## config.mk

```make
export PLATFORM = sky130hd
export DESIGN_NAME = loc_arbiter
export DESIGN_NICKNAME = d
export VERILOG_FILES = /design/src/rtl/loc_arb_pkg.sv /design/src/rtl/loc_reg_decode.sv /design/src/rtl/loc_req_tracker.sv /design/src/rtl/loc_owner_fsm.sv /design/src/rtl/loc_arbiter.sv
export SDC_FILE = /design/constraint.sdc
export NUM_CORES = 1
export LEC_CHECK = 0
export BUFFER_PORTS_ARGS = -buffer_cell sky130_fd_sc_hd__buf_2
export CORE_MARGIN = 2
export CORE_UTILIZATION = 46
export CTS_CLUSTER_DIAMETER = 200
export DETAILED_ROUTE_END_ITERATION = 12
export GPL_ROUTABILITY_DRIVEN = 0
export HOLD_SLACK_MARGIN = 0.03
export PLACE_DENSITY = 0.78
export SLEW_MARGIN = 30
export SYNTH_ARGS = -nofsm -noshare
export SYNTH_HDL_FRONTEND = slang
export SYNTH_SLANG_ARGS = --single-unit
```

## constraint.sdc

```tcl
create_clock -name clk -period 1.74 [get_ports clk]
set_input_delay 0.087 -clock clk [delete_from_list [all_inputs] [get_ports clk]]
set_output_delay 0.087 -clock clk [all_outputs]
set_load 0.05 [all_outputs]
```

## src/rtl/loc_arb_pkg.sv

```systemverilog
package loc_arb_pkg;

    typedef enum logic [0:0] {
        ST_FREE,
        ST_OWNED
    } own_state_t;

    typedef enum logic [1:0] {
        SEL_NONE,
        SEL_ACCESS,
        SEL_IRQ
    } rd_sel_t;

    localparam int BIT_VALID   = 7;
    localparam int BIT_ACTIVE  = 5;
    localparam int BIT_PENDING = 2;
    localparam int BIT_REQUEST = 1;
    localparam int BIT_CHANGE  = 2;

endpackage

```

## src/rtl/loc_reg_decode.sv

```systemverilog
module loc_reg_decode
    import loc_arb_pkg::*;
#(
    parameter int ADDR_W     = 16,
    parameter int NUM_LOC    = 5,
    parameter int LOC_W      = 3,
    parameter int WIN_LSB    = 12,
    parameter int OFF_ACCESS = 'h000,
    parameter int OFF_IRQ    = 'h010
) (
    input  logic               wr_en,
    input  logic [ADDR_W-1:0]  addr,
    input  logic [7:0]         wdata,
    output logic [NUM_LOC-1:0] req_vec,
    output logic [NUM_LOC-1:0] drop_vec,
    output logic               cause_clr,
    output rd_sel_t            sel,
    output logic [LOC_W-1:0]   sel_loc
);

    localparam logic [WIN_LSB-1:0] OFF_A   = WIN_LSB'(OFF_ACCESS);
    localparam logic [WIN_LSB-1:0] OFF_I   = WIN_LSB'(OFF_IRQ);
    localparam logic [LOC_W:0]     LOC_LIM = (LOC_W+1)'(NUM_LOC);

    logic [LOC_W-1:0]   loc;
    logic [WIN_LSB-1:0] offset;
    logic               loc_ok;
    logic               hit_access;
    logic               hit_irq;

    always_comb begin
        loc        = addr[WIN_LSB +: LOC_W];
        offset     = addr[WIN_LSB-1:0];
        loc_ok     = ({1'b0, loc} < LOC_LIM);
        hit_access = loc_ok && (offset == OFF_A);
        hit_irq    = loc_ok && (offset == OFF_I);
        sel_loc    = loc;
        if (hit_access)   sel = SEL_ACCESS;
        else if (hit_irq) sel = SEL_IRQ;
        else              sel = SEL_NONE;
        cause_clr  = wr_en && hit_irq && wdata[BIT_CHANGE];
    end

    for (genvar g = 0; g < NUM_LOC; g++) begin : g_win
        logic win_wr;
        assign win_wr      = wr_en && hit_access && (loc == LOC_W'(g));
        assign req_vec[g]  = win_wr && wdata[BIT_REQUEST];
        assign drop_vec[g] = win_wr && wdata[BIT_ACTIVE];
    end

endmodule

```

## src/rtl/loc_req_tracker.sv

```systemverilog
module loc_req_tracker #(
    parameter int NUM_LOC = 5
) (
    input  logic               clk,
    input  logic               rst_n,
    input  logic [NUM_LOC-1:0] req_vec,
    input  logic [NUM_LOC-1:0] drop_vec,
    input  logic [NUM_LOC-1:0] grant_vec,
    input  logic [NUM_LOC-1:0] own_vec,
    output logic [NUM_LOC-1:0] pend
);

    for (genvar g = 0; g < NUM_LOC; g++) begin : g_pend
        always_ff @(posedge clk or negedge rst_n) begin
            if (!rst_n)
                pend[g] <= 1'b0;
            else if (drop_vec[g] || grant_vec[g])
                pend[g] <= 1'b0;
            else if (req_vec[g] && !own_vec[g])
                pend[g] <= 1'b1;
        end

        // the owning locality never carries a recorded request
        a_r8_owner_not_pending: assert property (
            @(posedge clk) disable iff (!rst_n)
            own_vec[g] |-> !pend[g]
        );

        // a withdrawal always leaves the bit clear on the next cycle
        a_r9_withdraw_clears: assert property (
            @(posedge clk) disable iff (!rst_n)
            drop_vec[g] |=> !pend[g]
        );
    end

endmodule

```

## src/rtl/loc_owner_fsm.sv

```systemverilog
module loc_owner_fsm
    import loc_arb_pkg::*;
#(
    parameter int NUM_LOC = 5,
    parameter int LOC_W   = 3
) (
    input  logic               clk,
    input  logic               rst_n,
    input  logic [NUM_LOC-1:0] pend,
    input  logic [NUM_LOC-1:0] drop_vec,
    input  logic               cause_clr,
    output logic [NUM_LOC-1:0] grant_vec,
    output logic [NUM_LOC-1:0] own_vec,
    output logic [LOC_W-1:0]   active_loc,
    output logic               active_valid,
    output logic               cause
);

    own_state_t       state, state_nx;
    logic [LOC_W-1:0] owner;
    logic [LOC_W-1:0] top_idx;
    logic             any_pend;
    logic             do_grant;
    logic             do_release;

    always_comb begin
        top_idx  = '0;
        any_pend = 1'b0;
        for (int i = 0; i < NUM_LOC; i++) begin
            if (pend[i]) begin
                top_idx  = LOC_W'(i);
                any_pend = 1'b1;
            end
        end
    end

    always_comb begin
        state_nx   = state;
        do_grant   = 1'b0;
        do_release = 1'b0;
        unique case (state)
            ST_FREE: begin
                if (any_pend) begin
                    do_grant = 1'b1;
                    state_nx = ST_OWNED;
                end
            end
            ST_OWNED: begin
                if (drop_vec[owner]) begin
                    do_release = 1'b1;
                    state_nx   = ST_FREE;
                end
            end
            default: state_nx = ST_FREE;
        endcase
    end

    always_ff @(posedge clk or negedge rst_n) begin
        if (!rst_n) begin
            state <= ST_FREE;
            owner <= '0;
            cause <= 1'b0;
        end else begin
            state <= state_nx;
            if (do_grant)        owner <= top_idx;
            if (do_grant || do_release) cause <= 1'b1;
            else if (cause_clr)  cause <= 1'b0;
        end
    end

    always_comb begin
        active_valid = (state == ST_OWNED);
        active_loc   = active_valid ? owner : '0;
        own_vec      = active_valid ? (NUM_LOC'(1) << owner) : '0;
        grant_vec    = do_grant ? (NUM_LOC'(1) << top_idx) : '0;
    end

    // a free interface with recorded requests is owned on the next cycle
    a_r4_grant_next: assert property (
        @(posedge clk) disable iff (!rst_n)
        (!active_valid && (pend != '0)) |=> active_valid
    );

    // the granted locality outranks every request seen at the grant
    a_r4_highest: assert property (
        @(posedge clk) disable iff (!rst_n)
        $rose(active_valid) |-> ((($past(pend) >> active_loc) >> 1) == '0)
    );

    // an owner's give-up write ends ownership
    a_r7_release: assert property (
        @(posedge clk) disable iff (!rst_n)
        (active_valid && drop_vec[active_loc]) |=> !active_valid
    );

    // without a give-up write the owner stays put
    a_r11_hold: assert property (
        @(posedge clk) disable iff (!rst_n)
        (active_valid && !drop_vec[active_loc]) |=> (active_valid && $stable(active_loc))
    );

    // every ownership change leaves the cause set
    a_r10_cause_on_change: assert property (
        @(posedge clk) disable iff (!rst_n)
        ($rose(active_valid) || $fell(active_valid)) |-> cause
    );

endmodule

```

## src/rtl/loc_arbiter.sv

```systemverilog
module loc_arbiter
    import loc_arb_pkg::*;
#(
    parameter int ADDR_W  = 16,
    parameter int NUM_LOC = 5,
    parameter int WIN_LSB = 12
) (
    input  logic        clk,
    input  logic        rst_n,
    input  logic        wr_en,
    input  logic [15:0] addr,
    input  logic [7:0]  wdata,
    output logic [7:0]  rdata,
    output logic [2:0]  active_loc,
    output logic        active_valid,
    output logic        loc_change
);

    localparam int LOC_W = 3;

    logic [NUM_LOC-1:0] req_vec;
    logic [NUM_LOC-1:0] drop_vec;
    logic [NUM_LOC-1:0] grant_vec;
    logic [NUM_LOC-1:0] own_vec;
    logic [NUM_LOC-1:0] pend;
    logic               cause_clr;
    rd_sel_t            sel;
    logic [LOC_W-1:0]   sel_loc;
    logic [ADDR_W-1:0]  addr_int;

    assign addr_int = ADDR_W'(addr);

    loc_reg_decode #(
        .ADDR_W (ADDR_W),
        .NUM_LOC(NUM_LOC),
        .LOC_W  (LOC_W),
        .WIN_LSB(WIN_LSB)
    ) u_decode (
        .wr_en    (wr_en),
        .addr     (addr_int),
        .wdata    (wdata),
        .req_vec  (req_vec),
        .drop_vec (drop_vec),
        .cause_clr(cause_clr),
        .sel      (sel),
        .sel_loc  (sel_loc)
    );

    loc_req_tracker #(
        .NUM_LOC(NUM_LOC)
    ) u_track (
        .clk      (clk),
        .rst_n    (rst_n),
        .req_vec  (req_vec),
        .drop_vec (drop_vec),
        .grant_vec(grant_vec),
        .own_vec  (own_vec),
        .pend     (pend)
    );

    loc_owner_fsm #(
        .NUM_LOC(NUM_LOC),
        .LOC_W  (LOC_W)
    ) u_fsm (
        .clk         (clk),
        .rst_n       (rst_n),
        .pend        (pend),
        .drop_vec    (drop_vec),
        .cause_clr   (cause_clr),
        .grant_vec   (grant_vec),
        .own_vec     (own_vec),
        .active_loc  (active_loc),
        .active_valid(active_valid),
        .cause       (loc_change)
    );

    logic [NUM_LOC-1:0] sel_mask;
    logic               sel_owns;
    logic               others_wait;

    always_comb begin
        sel_mask    = NUM_LOC'(1) << sel_loc;
        sel_owns    = |(own_vec & sel_mask);
        others_wait = sel_owns && (|(pend & ~sel_mask));
        rdata       = 8'h00;
        unique case (sel)
            SEL_ACCESS: begin
                rdata[BIT_VALID]   = 1'b1;
                rdata[BIT_ACTIVE]  = sel_owns;
                rdata[BIT_PENDING] = others_wait;
                rdata[BIT_REQUEST] = |(pend & sel_mask);
            end
            SEL_IRQ:  rdata[BIT_CHANGE] = loc_change;
            SEL_NONE: rdata = 8'h00;
            default:  rdata = 8'h00;
        endcase
    end

    // the valid flag and the one-hot owner vector agree
    a_r5_owner_onehot: assert property (
        @(posedge clk) disable iff (!rst_n)
        active_valid |-> ($countones(own_vec) == 1)
    );

endmodule

```

==> results of run 1 <==
==> cell type report <==
type                    instances  area (um^2)
repair buffers                 48        312.8
fillers                       173        628.1
well taps                      27        33.78
multi-input cells              85        626.9
clock buffers                   4        36.28
flip-flops and latches         10        252.7
inverters                       3        11.26
==> critical path, delay by kind of cell (launching register included) <==
family                 cells  cell delay, ns
and+or+nand+nor            3            0.86
buffers and inverters      1            0.20
AOI/OAI and AO/OA          1            0.29
DFF                        1            0.40
==> stage by stage <==
step	power, mW	setup TNS [ns]	utilization [%]	area, um^2
global route	0.5763	-1.114	66.97	1274
floorplan	0.3053	-0.2085	-	953.4
global placement	0.3338	-0.07643	61.51	1170
finish	0.5542	-0.7045	66.97	1274
CTS	0.5491	-0.6512	66.51	1265
detailed placement	0.3375	-0.1275	61.51	1170
==> final timing paths <==
path / endpoint / depth (start not counted) / slack (ns) / from
worst min-delay path: u_fsm.cause$_DFFE_PN0P_ / 4 / 0.16 / wdata[2]
max in group asynchronous: u_fsm.active_valid$_DFF_PN0_ / 2 / 1.32 / rst_n
worst max-delay path: rdata[2] / 5 / -0.36 / u_fsm.owner[2]$_DFFE_PN0P_
worst max register to register: u_fsm.active_valid$_DFF_PN0_ / 5 / -0.03 / u_fsm.owner[2]$_DFFE_PN0P_
min in group asynchronous: u_fsm.owner[0]$_DFFE_PN0P_ / 2 / 0.21 / rst_n
worst min register to register: u_fsm.cause$_DFFE_PN0P_ / 2 / 0.57 / u_fsm.cause$_DFFE_PN0P_
==> state kept, by name, indices dropped and copies added, names as in the netlist <==
register	cells
u_fsm.cause	1
u_track.pend	5
u_fsm.active_valid	1
u_fsm.owner	3
==> cell families (layout without fill, tap and decap cells) <==
| kind of cell | Yosys count | count (layout) | synth area share [%] |
|---|---|---|---|
| compound gates | 26 | 26 | 20.97 |
| xor+xnor | 1 | 1 | 0.9657 |
| buf+inv | 15 | 55 | 9.378 |
| flops | 10 | 10 | 27.59 |
| mux | 2 | 2 | 3.724 |
| other cells | 1 | 4 | 0.4134 |
| simple gates | 52 | 52 | 36.96 |
==> cells in the mapped netlist, types with 2 or more instances <==
master / instances / area, um^2
dfrtp_1: 10 / 250.2
nor3_1: 7 / 35.03
nor4_1: 7 / 43.79
o21ai_0: 7 / 35.03
buf_4: 5 / 37.54
nand2_1: 5 / 18.77
clkbuf_1: 4 / 15.01
nor2_1: 4 / 15.01
o31ai_1: 4 / 30.03
or3_1: 4 / 25.02
and2_1: 3 / 18.77
inv_1: 3 / 11.26
nand3_1: 3 / 15.01
nand3b_1: 3 / 22.52
a211oi_1: 2 / 15.01
nand2b_1: 2 / 12.51
o41ai_1: 2 / 17.52
or4_1: 2 / 15.01
or4b_2: 2 / 20.02
or4bb_1: 2 / 22.52
==> what timing repair did <==
action | CTS | global route
hold buffers | 1 | 0
gates resized for setup | 9 | 2
pin swaps | 2 | 0
setup buffers | 2 | 1
endpoints found under the hold margin | 10 | 0
endpoints found under the setup margin | 3 | 6
==> per-layer routing <==
| layer | part of all wire (%) | global-route usage [%] | up-vias |
|---|---|---|---|
| met2 | 51 | 44.68 | 39 |
| met1 | 42 | 33.00 | 505 |
| met4 | 1.0 | 5.714 | 0 |
| li1 | - | - | 502 |
| met5 | 0 | 0 | - |
| met3 | 6.0 | 3.395 | 5 |
==> power by group <==
group	switching, mW	internal [mW]
clock	0.0896	0.127
sequential	0.000153	0.232
combinational	0.0663	0.0387
total	0.156	0.398
==> metrics.md, run 1 <==
| Metric | Value |
|---|---|
| Commonest non-fill, non-tap cells in the layout | buf_2 (26), buf_4 (17), dfrtp_1 (8) |
| Routed WL | 2864 um |
| PnR worst setup slack | -0.3584 ns |
| Unrepaired setup endpoints after global routing | yes |
| Hold Path Class | in -> reg |
| CTS tree | done |
| Drt wl/cell | 16.18 um |
| Slowest CP cell | or4bb_1 |
| Clk slew on worst S/H paths | 0.07 ns |
| I/O Buffers | 29 |
| Outcome | complete, but fails checks |
| Fmax | 476.6 MHz |
| Worst vdd ir | 0.4509 mV |
| Inserted Diodes | 0 |
| Final hold vios | 0 |
| P&R area growth vs syn | 40.41% |
| Failing checks | setup timing |
| Syn Area/Cell | 8.478 um^2 |
| CORE AREA | 1902 um^2 |
| Initial Util | 47.70% |
| Pin count of the biggest net entering global routing | 17 |
| Crit Path Class | reg -> out |
| Critical Path, Cell by Cell | or4bb_1, a211oi_2, nor4_2, nor4b_4, buf_6 |
| Cell variety after synth | 46 |
| Die width | 48.41 um |
| Max clock buf depth | 2 |
| CP Max Fanout | 3 |
| Cts bufs inserted | 3 |
| Final worst path period share | 120.6% |
| Yosys Warn Count | 0 |
| Number of global-route vias before repair | 986 |
| H-tree levels | 1 |
| Leakage power | 0.5224 nW |
| Initial DRC Count | 36 |
| Share of layout cells above drive strength 1 | 44.67% |
| Crit-path max cell delay | 0.51 ns |
| DRT Pass-1 Iters | 4 |
| Post-synth ARST share | 100.0% |
| Max-cap violations | 0 |
| Most common cell after layout, fill and taps aside | buf_2 |
| Max-slew violation total from the final report | 0 |
| Nets | 178 |
| FF+latch count, synth | 10 |
| FP Rows | 16 |
| Skew final | 0.002285 ns |
| Slew @ Worst Pin | 0.5551 ns |
| Skew-Pair Late Insertion Delay | 0.27 ns |
| Die area | 2343 um^2 |
| First-pass GRT wire length | 4588 um |
| Die Span Y | 48.41 um |
| Placement Setup Slack | -0.1097 ns |
| Non-filler cells, final | 177 |
| EDFF count, synth | 0 |
| Slew Limit Headroom | 62.91% |
| Worst hold slack | 0.1609 ns |
| GRT Total Usage | 25.28% |
| I/O pin count | 40 |
| Placed Instances | 169 |
| CP required | 1.65 ns |
| Clock sink count | 10 |
| Power per cell area | 435.1 nW/um^2 |
| Initial antenna violation count | 0 |
| CP endpoint kind | primary output |
| Clock root buffer | clkbuf_4 |
| Via density | 5.938 |
| Critical path arrival | 2.01 ns |
| Mapped Cells | 107 |
| Remaining antenna violation count after routing | 0 |
| Register area share after synthesis | 27.59% |
| DPL Wire Length | 2156 um |
| Final worst path period need | 2.098 ns |
| Vias | 1051 |
| Synthesized cell area | 907.1 um^2 |
| Ys flop type | dfrtp_1 |
| Grt total ovfl | 0 |
| Final Setup Violations | 6 |
| Nature of the critical path startpoint | flip-flop |
| DR DRC count | 0 |
No activity file was read; power rests on OpenSTA's default activity.
==> inputs of run 2 (changes only) <==
--- a/config.mk
+++ b/config.mk
@@ -5,14 +5,15 @@
 export SDC_FILE = /design/constraint.sdc
 export NUM_CORES = 1
 export LEC_CHECK = 0
+export ABC_AREA = 1
 export BUFFER_PORTS_ARGS = -buffer_cell sky130_fd_sc_hd__buf_2
 export CORE_MARGIN = 2
-export CORE_UTILIZATION = 46
+export CORE_UTILIZATION = 47
 export CTS_CLUSTER_DIAMETER = 200
 export DETAILED_ROUTE_END_ITERATION = 12
 export GPL_ROUTABILITY_DRIVEN = 0
 export HOLD_SLACK_MARGIN = 0.03
-export PLACE_DENSITY = 0.78
+export PLACE_DENSITY = 0.79
 export SLEW_MARGIN = 30
 export SYNTH_ARGS = -nofsm -noshare
 export SYNTH_HDL_FRONTEND = slang
==> constraint.sdc (replaced) <==
create_clock -name clk -period 1.74 [get_ports clk]
set_input_delay 0 -clock clk [delete_from_list [all_inputs] [get_ports clk]]
set_output_delay 0 -clock clk [all_outputs]
set_load 0.05 [all_outputs]
==> run 2 against run 1 <==
Against the previous run: the run now ends clean; area after synthesis is 1.8% higher; synthesized cell count is 42% higher; sequential power hardly changed; register-to-register slack better by 0.27 ns; count of clock-buffer cells in the layout stayed put; critical path depth is 3 higher; sequential cell count stayed put; clock skew is 0.013 ns higher; critical endpoint unchanged.
==> metrics.md, run 2 <==
| Metric | Value |
|---|---|
| Register area share after synthesis | 27.10% |
| Die area | 2335 um^2 |
| Fmax | 588.9 MHz |
| Post-synth top area share | 27.10% |
| Skew-Pair Late Insertion Delay | 0.28 ns |
| I/O pin count | 40 |
| Yosys top cell by area | dfrtp_1 |
| CP required | 1.74 ns |
| GRT Total Usage | 21.60% |
| Most common cell after layout, fill and taps aside | nand2_1 |
| Unrepaired setup endpoints after global routing | yes |
| Hold Crit Depth | 3 |
| Max clock buf depth | 2 |
| Power per cell area | 449.5 nW/um^2 |
| FF+latch count, synth | 10 |
| Clock root buffer | clkbuf_4 |
| Number of global-route vias before repair | 1006 |
| Die Span Y | 48.33 um |
| CP Max Fanout | 6 |
| Clock sink count | 10 |
| Drt wl/cell | 12.09 um |
| FP Rows | 16 |
| Nature of the critical path startpoint | flip-flop |
| Nets | 216 |
| Remaining antenna violation count after routing | 0 |
| DR DRC count | 0 |
| Initial antenna violation count | 0 |
| Mapped Cells | 152 |
| Placement Setup Slack | 0.2846 ns |
| Max reg flops | 5 |
| Crit Path Class | reg -> out |
| Ys flop type | dfrtp_1 |
| Inserted Diodes | 0 |
| Max-slew violation total from the final report | 0 |
| CP endpoint kind | primary output |
| Slew @ Worst Pin | 0.6271 ns |
| Syn Area/Cell | 6.075 um^2 |
| EDFF count, synth | 0 |
| PnR worst setup slack | 0.04193 ns |
| Final hold vios | 0 |
| Top-count cell post-synth | nand2_1 |
| R2r endpoint | u_track.pend[3]$_DFFE_PN0P_ |
| Final worst path period need | 1.698 ns |
| CTS tree | done |
| Cell variety after synth | 28 |
| Worst reg2reg startpoint | u_track.pend[2]$_DFFE_PN0P_ |
| Final worst path period share | 97.59% |
| Kind of cell adding the most delay to the critical path | flip-flops |
| Synthesized cell area | 923.4 um^2 |
| WHS Endpoint | u_track.pend[0]$_DFFE_PN0P_ |
| Top flop regs | u_track.pend (5), u_fsm.owner (3) |
| Pin count of the biggest net entering global routing | 11 |
| Initial DRC Count | 50 |
| Routed WL | 2600 um |
| Worst hold slack | 0.03957 ns |
| H-tree levels | 1 |
| Outcome | finished clean |
| Vias | 1120 |
| Final Setup Violations | 0 |
| Setup tns final | 0 ns |
| Hold Path Class | in -> reg |
| Post-synth ARST share | 100.0% |
| DRT Pass-1 Iters | 4 |
| Skew final | 0.01517 ns |
| P&R area growth vs syn | 29.81% |
| Share of layout cells above drive strength 1 | 30.32% |
| Slew Limit Headroom | 57.87% |
| First-pass GRT wire length | 4050 um |
| Top post-synthesis cells by count | nand2_1 (32), inv_1 (28), nor2_1 (24) |
| Crit-path max cell delay | 0.44 ns |
| Hold wc startpoint | wdata[1] |
| Critical Path, Cell by Cell | inv_2, nor2_4, buf_6, a31oi_1, nand4_1, o211ai_1, o21ai_2, buf_6 |
| Util after Layout | 63.03% |
| CORE AREA | 1902 um^2 |
| Slowest CP cell | dfrtp_2 |
| R2R Setup Slk | 0.24 ns |
| Grt total ovfl | 0 |
| WP buf/inv | 3 |
| Cts bufs inserted | 3 |
| Synth area leaders | dfrtp_1 (27%), nand2_1 (13%), inv_1 (11%) |
| Die width | 48.33 um |
| Clk slew on worst S/H paths | 0.08 ns |
| Commonest non-fill, non-tap cells in the layout | nand2_1 (31), buf_2 (27), inv_1 (26) |
| Worst R2R Path Depth | 7 |
| Initial Util | 48.55% |
| Critical path arrival | 1.70 ns |
| Leakage power | 0.6446 nW |
| Worst vdd ir | 0.3769 mV |
| Overall Power | 538.8 uW |
| Cell mode on critical path | buf_6 |
| Via density | 5.209 |
| Yosys Warn Count | 0 |
| Max-cap violations | 0 |
| I/O Buffers | 29 |
| Most flop-heavy register | u_track.pend |
| DPL Wire Length | 2005 um |
run 2: cell count changes after synthesis, sizes merged, moves of 3 or more:
| cell | before | now |
|---|---|---|
| nand3 | 3 | 8 |
| nand2 | 5 | 34 |
| nand4 | 1 | 5 |
| o31ai | 4 | 1 |
| nor4 | 7 | 0 |
| inv | 3 | 30 |
| clkbuf | 5 | 0 |
| nor2 | 4 | 29 |
| or3 | 4 | 0 |
| and2 | 3 | 0 |
| a21oi | 1 | 8 |
run 2: per-layer routing:
layer | share of wire [%] | global-route usage (%)
met3 | 5.8 | 3.086
met5 | 0 | 0
met4 | 2.1 | 10.95
met1 | 41 | 24.90
met2 | 51 | 38.89
run 2: worst register-to-register path: cells and delay by family (launching register included):
kind	cells	cell delay, ns
buf+inv	1	0.14
compound gates	2	0.21
flops	1	0.42
simple gates	4	0.66
run 2: logic make-up (layout without fill, tap and decap cells):
kind of cell           Yosys count  after routing  share of synthesized area, %
AOI/OAI and AO/OA               23             23                         15.31
buffers and inverters           35             68                         15.99
DFF                             10             10                         27.10
other                            1              4                        0.4061
and+or+nand+nor                 83             83                         41.19
run 2: power breakdown:
| part | switching (mW) | internal, mW | leakage (nW) | total [mW] |
|---|---|---|---|---|
| combinational | 0.0585 | 0.0263 | 0.491 | 0.0848 |
| clock | 0.0942 | 0.127 | 0.0210 | 0.222 |
| sequential | 0.0000741 | 0.232 | 0.133 | 0.232 |
| total | 0.153 | 0.386 | 0.645 | 0.539 |
run 2: layout make-up:
type	count	area, um^2
fillers	195	703.2
flip-flops and latches	10	252.7
well taps	27	33.78
repair buffers	34	197.7
multi-input cells	110	565.5
clock buffers	4	36.28
inverters	30	112.6
run 2: per-stage QoR:
stage,std cells,cell area [um^2]
after floorplan,155,947.2
after global placement,209,1114
after detailed placement,209,1114
after CTS,214,1162
after global routing,215,1199
final,215,1199
run 2: what timing repair did:
item                                   4_1_cts  5_1_grt
endpoints found under the hold margin       10        0
hold buffers                                 1        0
gates resized for setup                      1       12
cloned                                       0        0
buffers inserted                             0        1
pin swaps                                    0        3
setup endpoints to repair                    1        2
run 2: worst max path at each step:
stage                     endpoint  depth (start not counted)                    startpoint
after CTS                 rdata[2]                          8  u_fsm.active_valid$_DFF_PN0_
after global routing      rdata[2]                          9  u_fsm.active_valid$_DFF_PN0_
after detailed placement  rdata[2]                          8  u_fsm.active_valid$_DFF_PN0_
after global placement    rdata[2]                          8  u_fsm.active_valid$_DFF_PN0_
final                     rdata[2]                          8  u_fsm.active_valid$_DFF_PN0_
after floorplan           rdata[2]                          8  u_fsm.active_valid$_DFF_PN0_
